`src/rtl/adc_trig_pkg.sv`:
```
package adc_trig_pkg;
    typedef enum logic [1:0] {
        ST_IDLE    = 2'd0,
        ST_DELAY   = 2'd1,
        ST_LAUNCH  = 2'd2,
        ST_CONVERT = 2'd3
    } trig_state_e;

    typedef enum logic [1:0] {
        SRC_SOFT  = 2'b00,
        SRC_RSSI  = 2'b01,
        SRC_VOICE = 2'b10,
        SRC_TIMER = 2'b11
    } trig_src_e;
endpackage

```
`src/rtl/adc_trig_src_sel.sv`:
```
module adc_trig_src_sel
    import adc_trig_pkg::*;
(
    input  logic [1:0] mode,
    input  logic       sw_start,
    input  logic       rssi_req,
    input  logic       voice_tick,
    input  logic       tmr_trig,
    output logic       trig,
    output logic       trig_delayed
);
    always_comb begin
        trig         = 1'b0;
        trig_delayed = 1'b0;
        unique case (trig_src_e'(mode))
            SRC_SOFT:  trig = sw_start;
            SRC_RSSI: begin
                trig         = rssi_req;
                trig_delayed = 1'b1;
            end
            SRC_VOICE: trig = voice_tick;
            SRC_TIMER: trig = tmr_trig;
            default:   trig = 1'b0;
        endcase
    end
endmodule

```
`src/rtl/adc_trig_delay.sv`:
```
module adc_trig_delay #(
    parameter int DLY_W = 6
) (
    input  logic             clk,
    input  logic             rst_n,
    input  logic             load,
    input  logic [DLY_W-1:0] load_val,
    input  logic             run,
    output logic             expired
);
    logic [DLY_W-1:0] cnt_q;

    always_ff @(posedge clk or negedge rst_n) begin
        if (!rst_n)
            cnt_q <= '0;
        else if (load)
            cnt_q <= load_val;
        else if (run && cnt_q != '0)
            cnt_q <= cnt_q - 1'b1;
    end

    assign expired = (cnt_q == '0);
endmodule

```
`src/rtl/adc_trig_offset.sv`:
```
module adc_trig_offset #(
    parameter int DATA_W = 10
) (
    input  logic        [DATA_W-1:0] raw,
    input  logic signed [DATA_W-1:0] offset,
    output logic        [DATA_W-1:0] corrected
);
    localparam int SUM_W = DATA_W + 2;
    localparam logic signed [SUM_W-1:0] CODE_MAX = SUM_W'((1 << DATA_W) - 1);

    logic signed [SUM_W-1:0] sum;

    always_comb begin
        sum = $signed({2'b00, raw}) + SUM_W'(offset);
        if (sum < 0)
            corrected = '0;
        else if (sum > CODE_MAX)
            corrected = CODE_MAX[DATA_W-1:0];
        else
            corrected = sum[DATA_W-1:0];
    end
endmodule

```
`src/rtl/adc_trig_ctrl.sv`:
```
module adc_trig_ctrl
    import adc_trig_pkg::*;
#(
    parameter int DATA_W = 10,
    parameter int CHAN_W = 4,
    parameter int DLY_W  = 6
) (
    input  logic                     clk,
    input  logic                     rst_n,
    input  logic [1:0]               mode,
    input  logic                     sw_start,
    input  logic                     rssi_req,
    input  logic [DLY_W-1:0]         rssi_delay,
    input  logic                     voice_tick,
    input  logic                     tmr_trig,
    input  logic [CHAN_W-1:0]        chan_sel,
    input  logic signed [DATA_W-1:0] dc_offset,
    input  logic                     flag_clr,
    input  logic                     conv_done,
    input  logic [DATA_W-1:0]        conv_data,
    output logic                     conv_start,
    output logic                     busy,
    output logic [DATA_W-1:0]        result,
    output logic [CHAN_W-1:0]        result_chan,
    output logic                     done_flag
);
    trig_state_e state_q, state_d;

    logic              trig, trig_delayed;
    logic              dly_load, dly_expired;
    logic              accept, completion;
    logic [DATA_W-1:0] corrected;
    logic [CHAN_W-1:0] pend_chan_q;

    adc_trig_src_sel u_src (
        .mode         (mode),
        .sw_start     (sw_start),
        .rssi_req     (rssi_req),
        .voice_tick   (voice_tick),
        .tmr_trig     (tmr_trig),
        .trig         (trig),
        .trig_delayed (trig_delayed)
    );

    assign accept     = (state_q == ST_IDLE) && trig;
    assign dly_load   = accept && trig_delayed && (rssi_delay != '0);
    assign completion = (state_q == ST_CONVERT) && conv_done;

    adc_trig_delay #(.DLY_W(DLY_W)) u_dly (
        .clk      (clk),
        .rst_n    (rst_n),
        .load     (dly_load),
        .load_val (rssi_delay - 1'b1),
        .run      (state_q == ST_DELAY),
        .expired  (dly_expired)
    );

    adc_trig_offset #(.DATA_W(DATA_W)) u_ofs (
        .raw       (conv_data),
        .offset    (dc_offset),
        .corrected (corrected)
    );

    always_comb begin
        state_d = state_q;
        unique case (state_q)
            ST_IDLE: begin
                if (dly_load)
                    state_d = ST_DELAY;
                else if (accept)
                    state_d = ST_LAUNCH;
            end
            ST_DELAY:   if (dly_expired) state_d = ST_LAUNCH;
            ST_LAUNCH:  state_d = ST_CONVERT;
            ST_CONVERT: if (conv_done) state_d = ST_IDLE;
            default:    state_d = ST_IDLE;
        endcase
    end

    always_ff @(posedge clk or negedge rst_n) begin
        if (!rst_n)
            state_q <= ST_IDLE;
        else
            state_q <= state_d;
    end

    always_ff @(posedge clk or negedge rst_n) begin
        if (!rst_n) begin
            pend_chan_q <= '0;
            result      <= '0;
            result_chan <= '0;
            done_flag   <= 1'b0;
        end else begin
            if (accept)
                pend_chan_q <= chan_sel;
            if (completion) begin
                result      <= corrected;
                result_chan <= pend_chan_q;
                done_flag   <= 1'b1;
            end else if (flag_clr) begin
                done_flag   <= 1'b0;
            end
        end
    end

    assign conv_start = (state_q == ST_LAUNCH);
    assign busy       = (state_q != ST_IDLE);
endmodule

```
`config.mk`:
```
export PLATFORM = sky130hd
export DESIGN_NAME = adc_trig_ctrl
export DESIGN_NICKNAME = d
export VERILOG_FILES = /design/src/rtl/adc_trig_pkg.sv /design/src/rtl/adc_trig_src_sel.sv /design/src/rtl/adc_trig_delay.sv /design/src/rtl/adc_trig_offset.sv /design/src/rtl/adc_trig_ctrl.sv
export SDC_FILE = /design/constraint.sdc
export NUM_CORES = 1
export LEC_CHECK = 0
export BUFFER_PORTS_ARGS = -buffer_cell sky130_fd_sc_hd__clkbuf_2
export CORE_UTILIZATION = 45
export DETAILED_ROUTE_END_ITERATION = 7
export GPL_TIMING_DRIVEN = 0
export PLACE_DENSITY = 0.71
export SETUP_SLACK_MARGIN = 0.3
export SLEW_MARGIN = 20
export SYNTH_ARGS = -nofsm -noshare
export SYNTH_HDL_FRONTEND = slang
export SYNTH_SLANG_ARGS = --single-unit
```
`constraint.sdc`:
```
create_clock -name clk -period 6.9 [get_ports clk]
set_clock_uncertainty 0.05 [all_clocks]
set_input_delay 0 -clock clk [delete_from_list [all_inputs] [get_ports clk]]
set_output_delay 0 -clock clk [all_outputs]
set_load 0.1 [all_outputs]
```
Word level (Yosys, flattened, before mapping)
Cells that the tools add are included.

Order comparisons: 2. Reductions and logical operators: 14. Add/sub/neg operators: 3. Equal/unequal tests: 9. Multiplexer cells: 13.

Operator list (number): two-way mux 10 bit (2); adder 11 x 10 -> 12 bit (1); greater-than comparator 12 x 11 -> 1 bit, second input constant (1); less-than comparator 12 x 1 -> 1 bit, second input constant (1); two-way mux 6 bit (2); nonzero test 6 bit (2); subtractor 6 x 1 -> 6 bit, second input constant (2); equality test 2 bit, second input constant (4); two-way mux 2 bit (4); case mux 2 bit (4 select lines) (1); zero test 6 bit (1); nonzero test 2 bit (3); logical AND 1 bit (5); equality test 2 x 1 -> 1 bit, second input constant (2); zero test 2 bit (2); inequality test 2 bit, second input constant (2); case mux 1 bit (4 select lines) (1); two-way mux 1 bit (3); inequality test 3 bit, second input constant (1); AND reduction 3 bit (1).

Register bits after elaboration: 27. Logic and storage cells: 47.

Depth between registers and ports, before layout
Depth after elaboration: 7. Gate-level depth with buffers: 13. Mapped depth without buffers: 12.

Cells and area by module
A second synthesis with hierarchy kept.

Cell total of the unflattened synthesis: 203. Area total of the unflattened synthesis: 2044.5 um^2.

By module, submodules not included: adc_trig_ctrl (area an instance 1023.5 um^2, cells each 80, times used 1); adc_trig_offset (area an instance 568.0 um^2, cells each 71, times used 1); adc_trig_delay (area an instance 424.2 um^2, cells each 50, times used 1); adc_trig_src_sel (area an instance 28.8 um^2, cells each 2, times used 1).

Worst setup path before layout
Ideal clock, no wire load.

Path kind: register to register. Start point: register state_q[0]. End point: register u_dly.cnt_q[4]. Arrival time: 2.536 ns. Path slack: 4.237 ns. Cell stages (with the launch flop): 13. Buffers on the path: 1. Period minus slack after synthesis: 2.663 ns. Path through: dfrtp_1 > inv_1 > ha_1 > nand4b_1 > a21oi_1 > clkbuf_1 > mux2i_1 > ha_1 > inv_1 > nor4_1 > xor2_1 > nor2_1 > a21oi_1.

Cells in the longest elaborated chain, start to end: 5. Elaborated cells on any way between the ends: 8. Those cells by class: eq/ne (1); mux (1); reduce/logical (6).

RTL lines: from (decl) (RTL line adc_trig_ctrl.sv:27) `trig_state_e state_q, state_d;`; from (signal assigned) (RTL line adc_trig_ctrl.sv:84) `state_q <= state_d;`; zero test 2 bit (RTL line adc_trig_ctrl.sv:45) `assign accept = (state_q == ST_IDLE) && trig;`; logical AND 1 bit (RTL line adc_trig_ctrl.sv:45); logical AND 1 bit (2 in a row) (RTL line adc_trig_ctrl.sv:46) `assign dly_load = accept && trig_delayed && (rssi_delay != '0);`; two-way mux 6 bit / nonzero test 2 bit (equally long branches); to (signal assigned) (RTL line adc_trig_delay.sv:17) `cnt_q <= load_val;`; to (signal assigned) (RTL line adc_trig_delay.sv:19) `cnt_q <= cnt_q - 1'b1;`; to (decl) (RTL line adc_trig_delay.sv:11) `logic [DLY_W-1:0] cnt_q;`.

Several ways; a longest one is shown, not always the timed one. A chain may end at the register's enable or synchronous reset.

Worst setup path in the final report
Same ends and word-level chain as after synthesis.

==> results.py <==
metrics = {
    "synth": {
        "postSynthAreaPerCell_um2": 10.3,
        "ys_seq_area_frac": 0.360,
        "synth_cell_types": 48,
        "syn_nets": 240,
        "synth_edf_count": 0,
        "synth_simple_gate_area_frac": 0.116,
        "synth_top_family_by_area": "compound AO/OA/AOI/OAI gates",
        "synthXorXnorAreaFrac": 0.0652,
        "synth_flop_cell": "dfrtp_1",
        "ys_async_sr_fraction": 1.00,
        "yosys.area.top_type": "dfrtp_1",
        "ys_warn_count": 0,
        "synth_compound_gate_area_share": 0.214,
        "synth_most_common_cell": "dfrtp_1",
        "synth_top_area_frac": 0.360,
        "synth_fa_ha_area_frac": 0.117,
        "synthesis.instances": 183,
        "synthMuxAreaShare": 0.0866,
        "synth_common_cells": "27 x dfrtp_1, 16 x ha_1, 15 x inv_1",
        "ys_ff_latch": 27,
        "synthesis.area_um2": 1880,
        "synthTopCellsByArea": "dfrtp_1 36%, ha_1 11%, a221o_1 4.8%, mux2_1 4.8%, xnor2_1 4.2%",
    },
    "grt": {
        "grt_max_degree": 28,
        "grt_remaining_overflow": 0,
        "grt_use_total": 0.194,
        "antenna_found_initial": 0,
        "grt_pass1_wl_mm": 6.62,
        "grt_pass1_vias": 1522,
    },
    "route": {
        "routed_wl_mm": 3.93,
        "drt_iter0_drc": 78,
        "wl_per_cell_um": 13.0,
        "viasPerCell": 5.34,
        "drc": 0,
        "ant_nets": 0,
        "drt-pass1-iter-count": 4,
        "vias": 1613,
    },
    "clock_tree": {
        "ctsResizeCount": 0,
        "h-tree-depth": 1,
        "cts_buffers": 3,
        "clock-sinks": 27,
        "cts-root-buf": "clkbuf_8",
        "clock_path_buffers": 2,
        "postCtsSetupBuffers": 0,
        "clk_latency_ns": 0.27,
        "holdBufCountCts": 9,
        "cts_tree": "built",
        "clkTransAtPathRegs_ns": 0.09,
    },
    "job": {
        "max_cap_violations": 0,
    },
    "floorplan": {
        "core_area_um2": 4000,
        "dieArea_um2": 4440,
        "start_util": 0.470,
        "die_h_um": 66.6,
        "ios": 57,
        "die_x_um": 66.6,
        "placement_rows": 23,
    },
    "setup_path": {
        "crit_type": "reg2reg",
        "worstPathRequired_ns": 7.05,
        "cp_cell_sequence": "inv_1 -> ha_1 -> nand4b_1 -> a21oi_1 -> clkbuf_1 -> mux2i_1 -> ha_1 -> inv_1 -> nor4_1 -> xor2_1 -> nor2_1 -> a21oi_1",
        "endpoint_kind": "flop",
        "cp.arrival_ns": 3.33,
        "cpPeakStageDelay_ns": 0.57,
        "crit_path_start_kind": "flop",
        "crit_fanout": 10,
        "cp_top_family": "compound AO/OA/AOI/OAI gates",
        "worst-path-buf-inv": 3,
        "worst_path_max_delay_cell": "a21oi_1",
    },
    "power": {
        "p_seq_frac": 0.276,
        "clkPwrFrac": 0.087,
        "swShare": 0.574,
        "leakage_nw": 1.15,
        "p_int_uw": 444,
        "p_switching_uw": 598,
        "combPwrFrac": 0.637,
        "powerDensity_nw_per_um2": 442,
        "max-vdd-ir-drop_v": 0.000153,
    },
    "timing": {
        "rsz0062_at_grt": "false",
        "setup_viol": 0,
        "period_share": 0.461,
        "slew_viol_final": 0,
        "timing.slew.headroom": 0.546,
        "fmax_mhz": 314,
        "whs_ns": 0.0180,
        "hold_viol": 0,
        "fin_ws_ns": 3.72,
        "worst_slew_pin_slew_ns": 0.682,
        "setup_tns_ns": 0,
        "period_needed_ns": 3.18,
    },
    "placed_design": {
        "pre_cts_ws_ns": 3.72,
        "place.gp.congestion": 0.818,
        "dp_hpwl_mm": 3.11,
        "portBuffers": 56,
        "place_inst": 289,
    },
    "cells_and_area": {
        "area.sequential_um2": 676,
        "multi_input_area_um2": 1120,
        "layout-drive-gt1-share": 0.278,
        "diodes": 0,
        "num-fill-cells": 352,
        "nNetsFinal": 310,
        "area_growth_pct": 25.6,
        "fin_cells": 302,
        "final_core_utilization": 0.590,
    },
    "status": {
        "status": "completed",
    },
    "min_path": {
        "hold_path.class": "in2reg",
    },
}
## state kept, by name, summed over array words and instances, names as in the netlist
name	count
pend_chan_q	4
result	10
u_dly.cnt_q	6
state_q	2
done_flag	1
result_chan	4
## power by group through the flow
stage | registers (mW) | clock network (mW) | logic (mW)
2_1_floorplan | 0.563 | 0 | 0.275
3_3_place_gp | 0.290 | 0 | 0.653
3_5_place_dp | 0.291 | 0 | 0.663
4_1_cts | 0.288 | 0.0952 | 0.667
5_1_grt | 0.298 | 0.101 | 0.708
6_report | 0.288 | 0.0907 | 0.664
## cells in the final DEF (no fill, tap or decap), types with 2 or more instances in the layout
master,instances
a21oi_2,2
clkbuf_8,3
a21o_1,2
nor3_1,6
mux2i_1,5
nand3_1,4
o21ai_0,5
o21ai_1,2
inv_1,15
a21oi_1,11
a221o_1,9
clkbuf_1,3
nor2_1,10
ha_1,16
or2_1,2
dlygate4sd3_1,9
nand2_1,9
o211ai_1,3
mux2_1,8
xnor2_1,9
clkbuf_2,56
xor2_1,5
dfrtp_1,27
nor4_1,2
o21a_1,2
## through the flow
stage	power, mW	cell area [um^2]
finish	1.04	2360
floorplan	0.838	1880
global placement	0.942	2220
CTS	1.05	2360
detailed placement	0.954	2220
global route	1.11	2360
## cell type report
cell class                 count  area share
sequential                    27       0.286
buffer                         4     0.00954
timing repair buffer          65       0.157
clock buffer                   3      0.0175
clock inverter                 1     0.00318
tap                           50      0.0265
multi-input combinational    137       0.476
inverter                      15      0.0238
## cells by family (layout without fill, tap and decap cells)
group                    count (synthesis)  in the layout
flip-flops                              27             27
adder cells (fa/ha/maj)                 17             17
multiplexers                            14             14
AND/OR/NAND/NOR                         42             42
buffers and inverters                   19             88
AO/OA/AOI/OAI                           50             50
XOR/XNOR                                14             14
## final timing paths
kind,start,end,slack (ns),cells after the start
min in group asynchronous,rst_n,u_dly.cnt_q[0],0.23,2
setup / recovery,state_q[0],u_dly.cnt_q[4],3.72,12
setup reg to reg,state_q[0],u_dly.cnt_q[4],3.72,12
hold / removal,rssi_delay[4],u_dly.cnt_q[4],0.02,3
hold reg to reg,pend_chan_q[3],result_chan[3],0.44,1
max in group asynchronous,rst_n,result[9],6.14,2
## per-layer routing
metal	up-vias	track usage	part of all wire	wire length [um]
met3	6	0.0223	0.032	124
met4	0	0.0851	0.020	78
met1	756	0.251	0.49	1910
met2	35	0.321	0.46	1820
li1	816	-	-	-
met5	-	0	0	0
## tightest hold or removal path: stages
cell      delay [ns]
clkbuf_2        0.11
xnor2_1         0.12
a21oi_1         0.07
(Power assumes the default switching activity.)
